===== src/rtl/wtc_pkg.sv =====
package wtc_pkg;

    typedef enum logic [2:0] {
        ST_IDLE  = 3'b000,
        ST_WRITE = 3'b001,
        ST_RHIT  = 3'b010,
        ST_RMISS = 3'b100
    } ctl_state_e;

    typedef struct packed {
        logic ack;
        logic cache_drv;
        logic cache_rw_n;
        logic mem_drv;
        logic mem_rw_n;
        logic mem_start;
    } ctl_out_t;

endpackage


===== src/rtl/wtc_store.sv =====
module wtc_store #(
    parameter int IDX_W  = 4,
    parameter int WIDTH  = 8
) (
    input  logic             clk,
    input  logic             rst_n,
    input  logic             we,
    input  logic [IDX_W-1:0] idx,
    input  logic [WIDTH-1:0] wdata,
    output logic [WIDTH-1:0] rdata
);
    localparam int DEPTH = 1 << IDX_W;

    logic [WIDTH-1:0] mem_q [DEPTH];
    logic [WIDTH-1:0] mem_d [DEPTH];

    always_comb begin
        for (int i = 0; i < DEPTH; i++) begin
            mem_d[i] = mem_q[i];
        end
        if (we) begin
            mem_d[idx] = wdata;
        end
    end

    always_ff @(posedge clk) begin
        for (int i = 0; i < DEPTH; i++) begin
            if (!rst_n) mem_q[i] <= '0;
            else        mem_q[i] <= mem_d[i];
        end
    end

    assign rdata = mem_q[idx];

endmodule


===== src/rtl/wtc_match.sv =====
module wtc_match #(
    parameter int TAG_W = 4
) (
    input  logic [TAG_W-1:0] stored_tag,
    input  logic [TAG_W-1:0] req_tag,
    output logic             hit
);
    assign hit = (stored_tag == req_tag);
endmodule


===== src/rtl/wtc_ctrl.sv =====
module wtc_ctrl
    import wtc_pkg::*;
(
    input  logic       clk,
    input  logic       rst_n,
    input  logic       req_rd,
    input  logic       req_wr,
    input  logic       hit,
    input  logic       mem_ready,
    output ctl_state_e state_o,
    output ctl_out_t   ctl_o
);
    typedef struct packed {
        ctl_state_e state;
    } regs_t;

    regs_t r_d, r_q;

    always_comb begin
        r_d = r_q;
        unique case (r_q.state)
            ST_IDLE: begin
                if (req_wr)             r_d.state = ST_WRITE;
                else if (req_rd && hit) r_d.state = ST_RHIT;
                else if (req_rd)        r_d.state = ST_RMISS;
            end
            ST_RHIT:  r_d.state = ST_IDLE;
            ST_WRITE: if (mem_ready) r_d.state = ST_IDLE;
            ST_RMISS: if (mem_ready) r_d.state = ST_IDLE;
            default:  r_d.state = ST_IDLE;
        endcase
    end

    always_ff @(posedge clk) begin
        if (!rst_n) r_q.state <= ST_IDLE;
        else        r_q <= r_d;
    end

    always_comb begin
        ctl_o = '{ack: 1'b0, cache_drv: 1'b0, cache_rw_n: 1'b1,
                  mem_drv: 1'b0, mem_rw_n: 1'b1, mem_start: 1'b0};
        unique case (r_q.state)
            ST_RHIT: begin
                ctl_o.ack       = 1'b1;
                ctl_o.cache_drv = 1'b1;
            end
            ST_WRITE: begin
                ctl_o.ack        = mem_ready;
                ctl_o.cache_rw_n = 1'b0;
                ctl_o.mem_rw_n   = 1'b0;
                ctl_o.mem_start  = 1'b1;
            end
            ST_RMISS: begin
                ctl_o.ack        = mem_ready;
                ctl_o.cache_rw_n = 1'b0;
                ctl_o.mem_drv    = 1'b1;
                ctl_o.mem_start  = 1'b1;
            end
            default: ;
        endcase
    end

    assign state_o = r_q.state;

endmodule


===== src/rtl/wt_cache_top.sv =====
module wt_cache_top
    import wtc_pkg::*;
#(
    parameter int ADDR_W = 8,
    parameter int IDX_W  = 4,
    parameter int DATA_W = 8
) (
    input  logic              clk,
    input  logic              rst_n,
    input  logic              cpu_rd,
    input  logic              cpu_wr,
    input  logic [ADDR_W-1:0] cpu_addr,
    input  logic [DATA_W-1:0] cpu_wdata,
    output logic [DATA_W-1:0] cpu_rdata,
    output logic              cpu_ack,
    output logic              cpu_hit,
    output logic [2:0]        fsm_state,
    output logic              cache_drive,
    output logic              cache_rw_n,
    output logic              mem_drive,
    output logic              mem_start,
    output logic              mem_rw_n,
    output logic [ADDR_W-1:0] mem_addr,
    output logic [DATA_W-1:0] mem_wdata,
    input  logic [DATA_W-1:0] mem_rdata,
    input  logic              mem_ready
);
    localparam int TAG_W = ADDR_W - IDX_W;

    logic [IDX_W-1:0]  idx;
    logic [TAG_W-1:0]  req_tag;
    logic [TAG_W-1:0]  stored_tag;
    logic [DATA_W-1:0] cached_byte;
    logic [DATA_W-1:0] fill_byte;
    logic              hit;
    ctl_state_e        state;
    ctl_out_t          ctl;

    assign idx     = cpu_addr[IDX_W-1:0];
    assign req_tag = cpu_addr[ADDR_W-1:IDX_W];

    wtc_store #(.IDX_W(IDX_W), .WIDTH(TAG_W)) tag_i (
        .clk(clk), .rst_n(rst_n), .we(!ctl.cache_rw_n),
        .idx(idx), .wdata(req_tag), .rdata(stored_tag)
    );

    assign fill_byte = (state == ST_RMISS) ? mem_rdata : cpu_wdata;

    wtc_store #(.IDX_W(IDX_W), .WIDTH(DATA_W)) data_i (
        .clk(clk), .rst_n(rst_n), .we(!ctl.cache_rw_n),
        .idx(idx), .wdata(fill_byte), .rdata(cached_byte)
    );

    wtc_match #(.TAG_W(TAG_W)) match_i (
        .stored_tag(stored_tag), .req_tag(req_tag), .hit(hit)
    );

    wtc_ctrl ctrl_i (
        .clk(clk), .rst_n(rst_n), .req_rd(cpu_rd), .req_wr(cpu_wr),
        .hit(hit), .mem_ready(mem_ready), .state_o(state), .ctl_o(ctl)
    );

    always_comb begin
        if (ctl.cache_drv)    cpu_rdata = cached_byte;
        else if (ctl.mem_drv) cpu_rdata = mem_rdata;
        else                  cpu_rdata = '0;
    end

    assign cpu_ack     = ctl.ack;
    assign cpu_hit     = hit;
    assign fsm_state   = state;
    assign cache_drive = ctl.cache_drv;
    assign cache_rw_n  = ctl.cache_rw_n;
    assign mem_drive   = ctl.mem_drv;
    assign mem_start   = ctl.mem_start;
    assign mem_rw_n    = ctl.mem_rw_n;
    assign mem_addr    = cpu_addr;
    assign mem_wdata   = cpu_wdata;

endmodule


===== config.mk =====
export PLATFORM = sky130hd
export DESIGN_NAME = wt_cache_top
export DESIGN_NICKNAME = d
export VERILOG_FILES = /design/src/rtl/wtc_pkg.sv /design/src/rtl/wtc_store.sv /design/src/rtl/wtc_match.sv /design/src/rtl/wtc_ctrl.sv /design/src/rtl/wt_cache_top.sv
export SDC_FILE = /design/constraint.sdc
export NUM_CORES = 1
export LEC_CHECK = 0
export BUFFER_PORTS_ARGS = -buffer_cell sky130_fd_sc_hd__buf_2
export CORE_AREA = 2 2 153 155
export DETAILED_ROUTE_END_ITERATION = 6
export DIE_AREA = 0 0 155 157
export PLACE_DENSITY = 0.62
export SYNTH_ARGS = -nofsm -noshare
export SYNTH_HDL_FRONTEND = slang
export SYNTH_SLANG_ARGS = --single-unit

===== constraint.sdc =====
create_clock -name clk -period 3.3 [get_ports clk]
set_clock_uncertainty 0.1 [all_clocks]
set_input_delay 0.33 -clock clk [delete_from_list [all_inputs] [get_ports clk]]
set_output_delay 0.33 -clock clk [all_outputs]
set_load 0.02 [all_outputs]

# ---- After elaboration in Yosys (flattened, before gate mapping)
# Memories as Yosys holds them, arrays and structs flattened.
# Index checks and enable logic that the tools add are counted.
dict set report totals {
  regBits 3
  ram_bits 192
  in_bits 29
  memories 2
}
# memory words width rd rd_ports_with_merged_regs wr line
set memory_table {}
lappend memory_table {data_i.mem_q 16 8 17 0 16 wtc_store.sv:14} ;# logic [WIDTH-1:0] mem_q [DEPTH];
lappend memory_table {tag_i.mem_q 16 4 17 0 16 wtc_store.sv:14}
dict set report classes {
  order_cmp 2
  n_eq_ne 6
  muxes 56
  bitwise 33
  reduce_logical 5
}
# operator n
set op_table {}
lappend op_table {{8-bit two-way mux} 20}
lappend op_table {{128-bit bitwise mux} 1}
lappend op_table {{128-bit two-way mux} 1}
lappend op_table {{4-bit two-way mux} 17}
lappend op_table {{64-bit bitwise mux} 1}
lappend op_table {{64-bit two-way mux} 1}
lappend op_table {{8-bit demux with 4-bit select} 1}
lappend op_table {{1-bit bitwise OR} 32}
lappend op_table {{4-bit demux with 4-bit select} 1}
lappend op_table {{3-bit two-way mux} 4}
lappend op_table {{1-bit two-way mux} 7}
lappend op_table {{3-bit one-hot mux with 2 select lines} 1}
lappend op_table {{5-bit greater-or-equal comparator, second input constant} 1}
lappend op_table {{5-bit by 1-bit < comparator with 1-bit output, second input constant} 1}
lappend op_table {{4-bit inverter with 5-bit output} 1}
lappend op_table {{4-bit equality test} 1}
lappend op_table {{4-bit by 3-bit inequality test with 1-bit output, second input constant} 1}
lappend op_table {{3-bit by 1-bit equality test with 1-bit output, second input constant} 1}
lappend op_table {{3-bit by 2-bit equality test with 1-bit output, second input constant} 1}
lappend op_table {{3-bit equality test, second input constant} 1}
lappend op_table {{3-bit logical NOT} 1}
lappend op_table {{1-bit logical AND} 2}
lappend op_table {{2-bit by 1-bit inequality test with 1-bit output, second input constant} 1}
lappend op_table {{1-bit one-hot mux with 2 select lines} 1}
lappend op_table {{other kinds (2)} 2}

# ---- Depth between registers and ports, before layout
dict set report depth {
  ltp_word 8
  mapped_depth 9
  depth_no_buf 7
}

# ---- Cells and area by module
# A second synthesis with hierarchy kept.
dict set report unflattened {
  cells_unflattened 1114
  area_unflattened_um2 10141.0
}
# mod instances cells_per_inst area_per_inst_um2 seq_area_each_um2
set modules_own_cells {}
lappend modules_own_cells {{wtc_store at data_i} 1 685 6248.5 2562.5}
lappend modules_own_cells {{wtc_store at tag_i} 1 360 3328.2 1281.2}
lappend modules_own_cells {wt_cache_top 1 40 320.3 0.0}
lappend modules_own_cells {wtc_ctrl 1 24 196.4 60.1}
lappend modules_own_cells {wtc_match 1 5 47.5 0.0}

# ---- Least setup slack after synthesis
# No wires, ideal clock.
dict set report synth_path {
  kind {input -> output}
  startpoint {input cpu_addr[0]}
  endpoint {output cpu_rdata[0]}
  arrival_time_ns 2.124
  required_time_ns 2.870
  slack_ns 0.746
  path_stages 6
  path_buffers 3
  path_cell_list {buf_2 > buf_4 > buf_2 > mux4_2 > mux4_2 > a22o_1}
}
dict set report synth_via {
  elab_chain_cells 2
}
# element line
set synth_rtl {}
lappend synth_rtl {{start, declared} wt_cache_top.sv:12} ;# input logic [ADDR_W-1:0] cpu_addr,
lappend synth_rtl {{memory 16 x 8 bit} n/a}
lappend synth_rtl {{8-bit two-way mux} wt_cache_top.sv:64} ;# if (ctl.cache_drv) cpu_rdata = cached_byte;
lappend synth_rtl {{end, declared} wt_cache_top.sv:14} ;# output logic [DATA_W-1:0] cpu_rdata,
# Every way passes these cells.

==> results.cfg <==
[place]
hpwl_mm = 14.7
dpl_cell_area_sq_um = 9750
port_buffers = 62
gp_congestion = 0.773
place_inst = 1130

[sta]
fin_tns_setup_ns = 0
finalSetupViolations = 0
worstMarginPinSlew_ns = 0.691
max-slew-margin-rel = 0.539
finalHoldViolCount = 0
rsz0062_at_grt = no
layout_min_cycle_time_ns = 2.81
timing.fmax_mhz = 356
period_share = 0.852
maxSlewViolCount = 0
hold_ws_ns = 0.0548

[drt]
via_per_inst = 5.48
antenna_left = 0
wire_per_inst_um = 19.2
routed_wl_mm = 22.3
vias = 6373
drcViolationCount = 0
drtPass1Iterations = 5
drt_iter0_drc = 434

[synth]
synthFlopType = dfxtp_1
async_flop_share = 0
syn_area_sq_um = 9190
synth_nets = 874
synth-seq-cells = 195
synth_edf_count = 0
synthesis.instances = 845
synth_warnings = 0
ys_types = 40
syn_area_per_cell_sq_um = 10.9
ys_seq_area_frac = 0.425

[global_route]
grt_pass1_wl_mm = 34.9
antenna_found_initial = 0
first_global_vias = 6161
gr-total-overflow = 0
grt_use_total = 0.187
grt_max_degree = 93

[die]
core.rowCount = 55
ios = 63
die_w_um = 155
die_h_um = 157
start_util = 0.408
die-area_sq_um = 24300
coreArea_sq_um = 22500

[worst_setup_path]
reg2reg_slack_ns = 0.82
required_ns = 2.87
r2r_end = data_i.mem_q[13][7]$_SDFFE_PN0P_
cp-end-kind = output port
startpoint_type = flop
critPathTopFamily = multiplexers
path_cells = mux4_1, mux4_2, xnor2_2, nand3_2, nor2_1, buf_2
timing.rr.start = ctrl_i.state_o[0]$_SDFFE_PN0P_
r2r_cells = 8
max_stage_delay_ns = 0.50
cp_num_buf_inv = 1
critical_path_class = reg -> out
cp.arrival_ns = 2.38
cpMaxStageDelayCell = mux4_1
cp_max_fo = 2

[clock_tree]
cts_tree = yes
clkSinkCount = 195
htreeDepth = 4
post_cts.repair.setup_buffers = 0
numCtsBuffers = 17
clkLatencyLatePin_ns = 0.44
cts_root_buffer = clkbuf_16
holdBufCountCts = 0
clk_pin_slew_ns = 0.07
cts_resized = 0
clock_path_buffers = 2

[pwr]
irDropWorstVdd_mv = 0.241
swShare = 0.252
p_int_mw = 3.69
clkPwrFrac = 0.405
seq_power_share = 0.492
powerDensity_nw_per_um2 = 478
p_switching_mw = 1.24
power_mw = 4.93
p_leak_nw = 5.20
power_frac_comb = 0.102

[min_path]
min_to = ctrl_i.state_o[0]$_SDFFE_PN0P_
min_from = cpu_wr
worst_hold_path_type = in -> reg
holdPathStages = 3

[run_status]
status = complete, no violations

[final_layout]
fillCellCount = 2093
n_antenna_cell = 0
drive_gt1_frac = 0.223
final_nets = 893
syn_to_final_growth_pct = 12.2
final_cells = 1162
post-route-cell-area_sq_um = 10300

[job]
max_cap_viol_count = 0
## layer usage
layer	GRT usage	up-vias	routed length [um]
li1	-	3070	-
met1	0.256	3162	10600
met2	0.310	123	10600
met3	0.0328	18	799
met4	0.0459	0	233
met5	0	-	0
## synth_stat cells, types with 4 or more instances
| library cell | instances | area share |
|---|---|---|
| buf_4 | 20 | 0.016 |
| mux4_2 | 47 | 0.12 |
| nor3b_1 | 5 | 0.0041 |
| and2_1 | 12 | 0.0082 |
| mux4_1 | 4 | 0.011 |
| nor2b_1 | 68 | 0.046 |
| nor3_1 | 5 | 0.0027 |
| a22o_1 | 10 | 0.0095 |
| nand3_1 | 5 | 0.0027 |
| clkbuf_1 | 49 | 0.020 |
| nand2_1 | 136 | 0.056 |
| o211a_1 | 128 | 0.14 |
| mux2i_1 | 87 | 0.095 |
| dfxtp_1 | 195 | 0.42 |
| nor2_1 | 7 | 0.0029 |
| buf_2 | 33 | 0.018 |
## metrics by stage
stage          utilization  setup slack (ns)
2_1_floorplan            -             0.746
3_3_place_gp         0.433             0.523
3_5_place_dp         0.433             0.510
4_1_cts              0.458             0.474
5_1_grt              0.458             0.366
6_report             0.458             0.489
## worst min-delay path, cell delays in order
cell,delay (ns)
buf_2,0.09
mux2i_1,0.06
nor2_1,0.08
## registers in the layout, indices dropped and copies added, names as in the netlist
register	cells
tag_i.mem_q	64
data_i.mem_q	128
ctrl_i.state_o	3
## kinds of logic (layout without fill, tap and decap cells)
group | count (synthesis) | after routing | share of synthesized area
muxes | 138 | 138 | 0.221
DFF | 195 | 195 | 0.425
and+or+nand+nor | 250 | 250 | 0.132
buffers and inverters | 110 | 142 | 0.0602
xor gates and xnor gates | 3 | 3 | 0.00368
AOI/OAI and AO/OA | 149 | 149 | 0.158
## placed cells by master (no fill, tap or decap), types with 3 or more instances in the layout
cell       count
dfxtp_1      195
nand2_1      136
o211a_1      128
mux2i_1       87
nor2b_1       68
buf_2         60
mux4_2        47
buf_4         41
clkbuf_16     17
and2_1        12
a22o_1        10
nor2_1         6
nand3_1        5
clkinv_2       5
buf_12         5
mux4_1         4
inv_1          3
nor3_1         3
nor3b_1        3
nor3_2         3
and3_1         3
clkinv_4       3
## power by group through the flow
stage	Combinational (mW)	Sequential [mW]	Clock, mW
after CTS	0.509	2.43	2.04
final	0.505	2.43	2.00
after detailed placement	0.507	2.48	0
after global placement	0.505	2.48	0
after global routing	0.546	2.43	2.13
after floorplan	0.365	2.48	0
## worst max path at each step
stage,startpoint,depth (start not counted),slack (ns),to
floorplan,cpu_addr[0],6,0.75,cpu_rdata[0]
global placement,cpu_addr[1],7,0.52,cpu_hit
detailed placement,cpu_addr[1],7,0.51,cpu_hit
CTS,tag_i.mem_q[5][1]$_SDFFE_PN0P_,6,0.47,cpu_hit
global route,tag_i.mem_q[14][2]$_SDFFE_PN0P_,7,0.37,cpu_hit
finish,tag_i.mem_q[6][1]$_SDFFE_PN0P_,6,0.49,cpu_hit
## layout make-up
type                       count  area (sq um)  area share
clock buffer                  20           457      0.0443
clock inverter                12           106      0.0103
inverter                       4          15.0     0.00146
multi-input combinational    540          4760       0.462
sequential                   195          3900       0.379
tap                          285           357      0.0346
timing repair buffer         106           708      0.0687
Note: power is estimated with default switching activity, not from simulation.
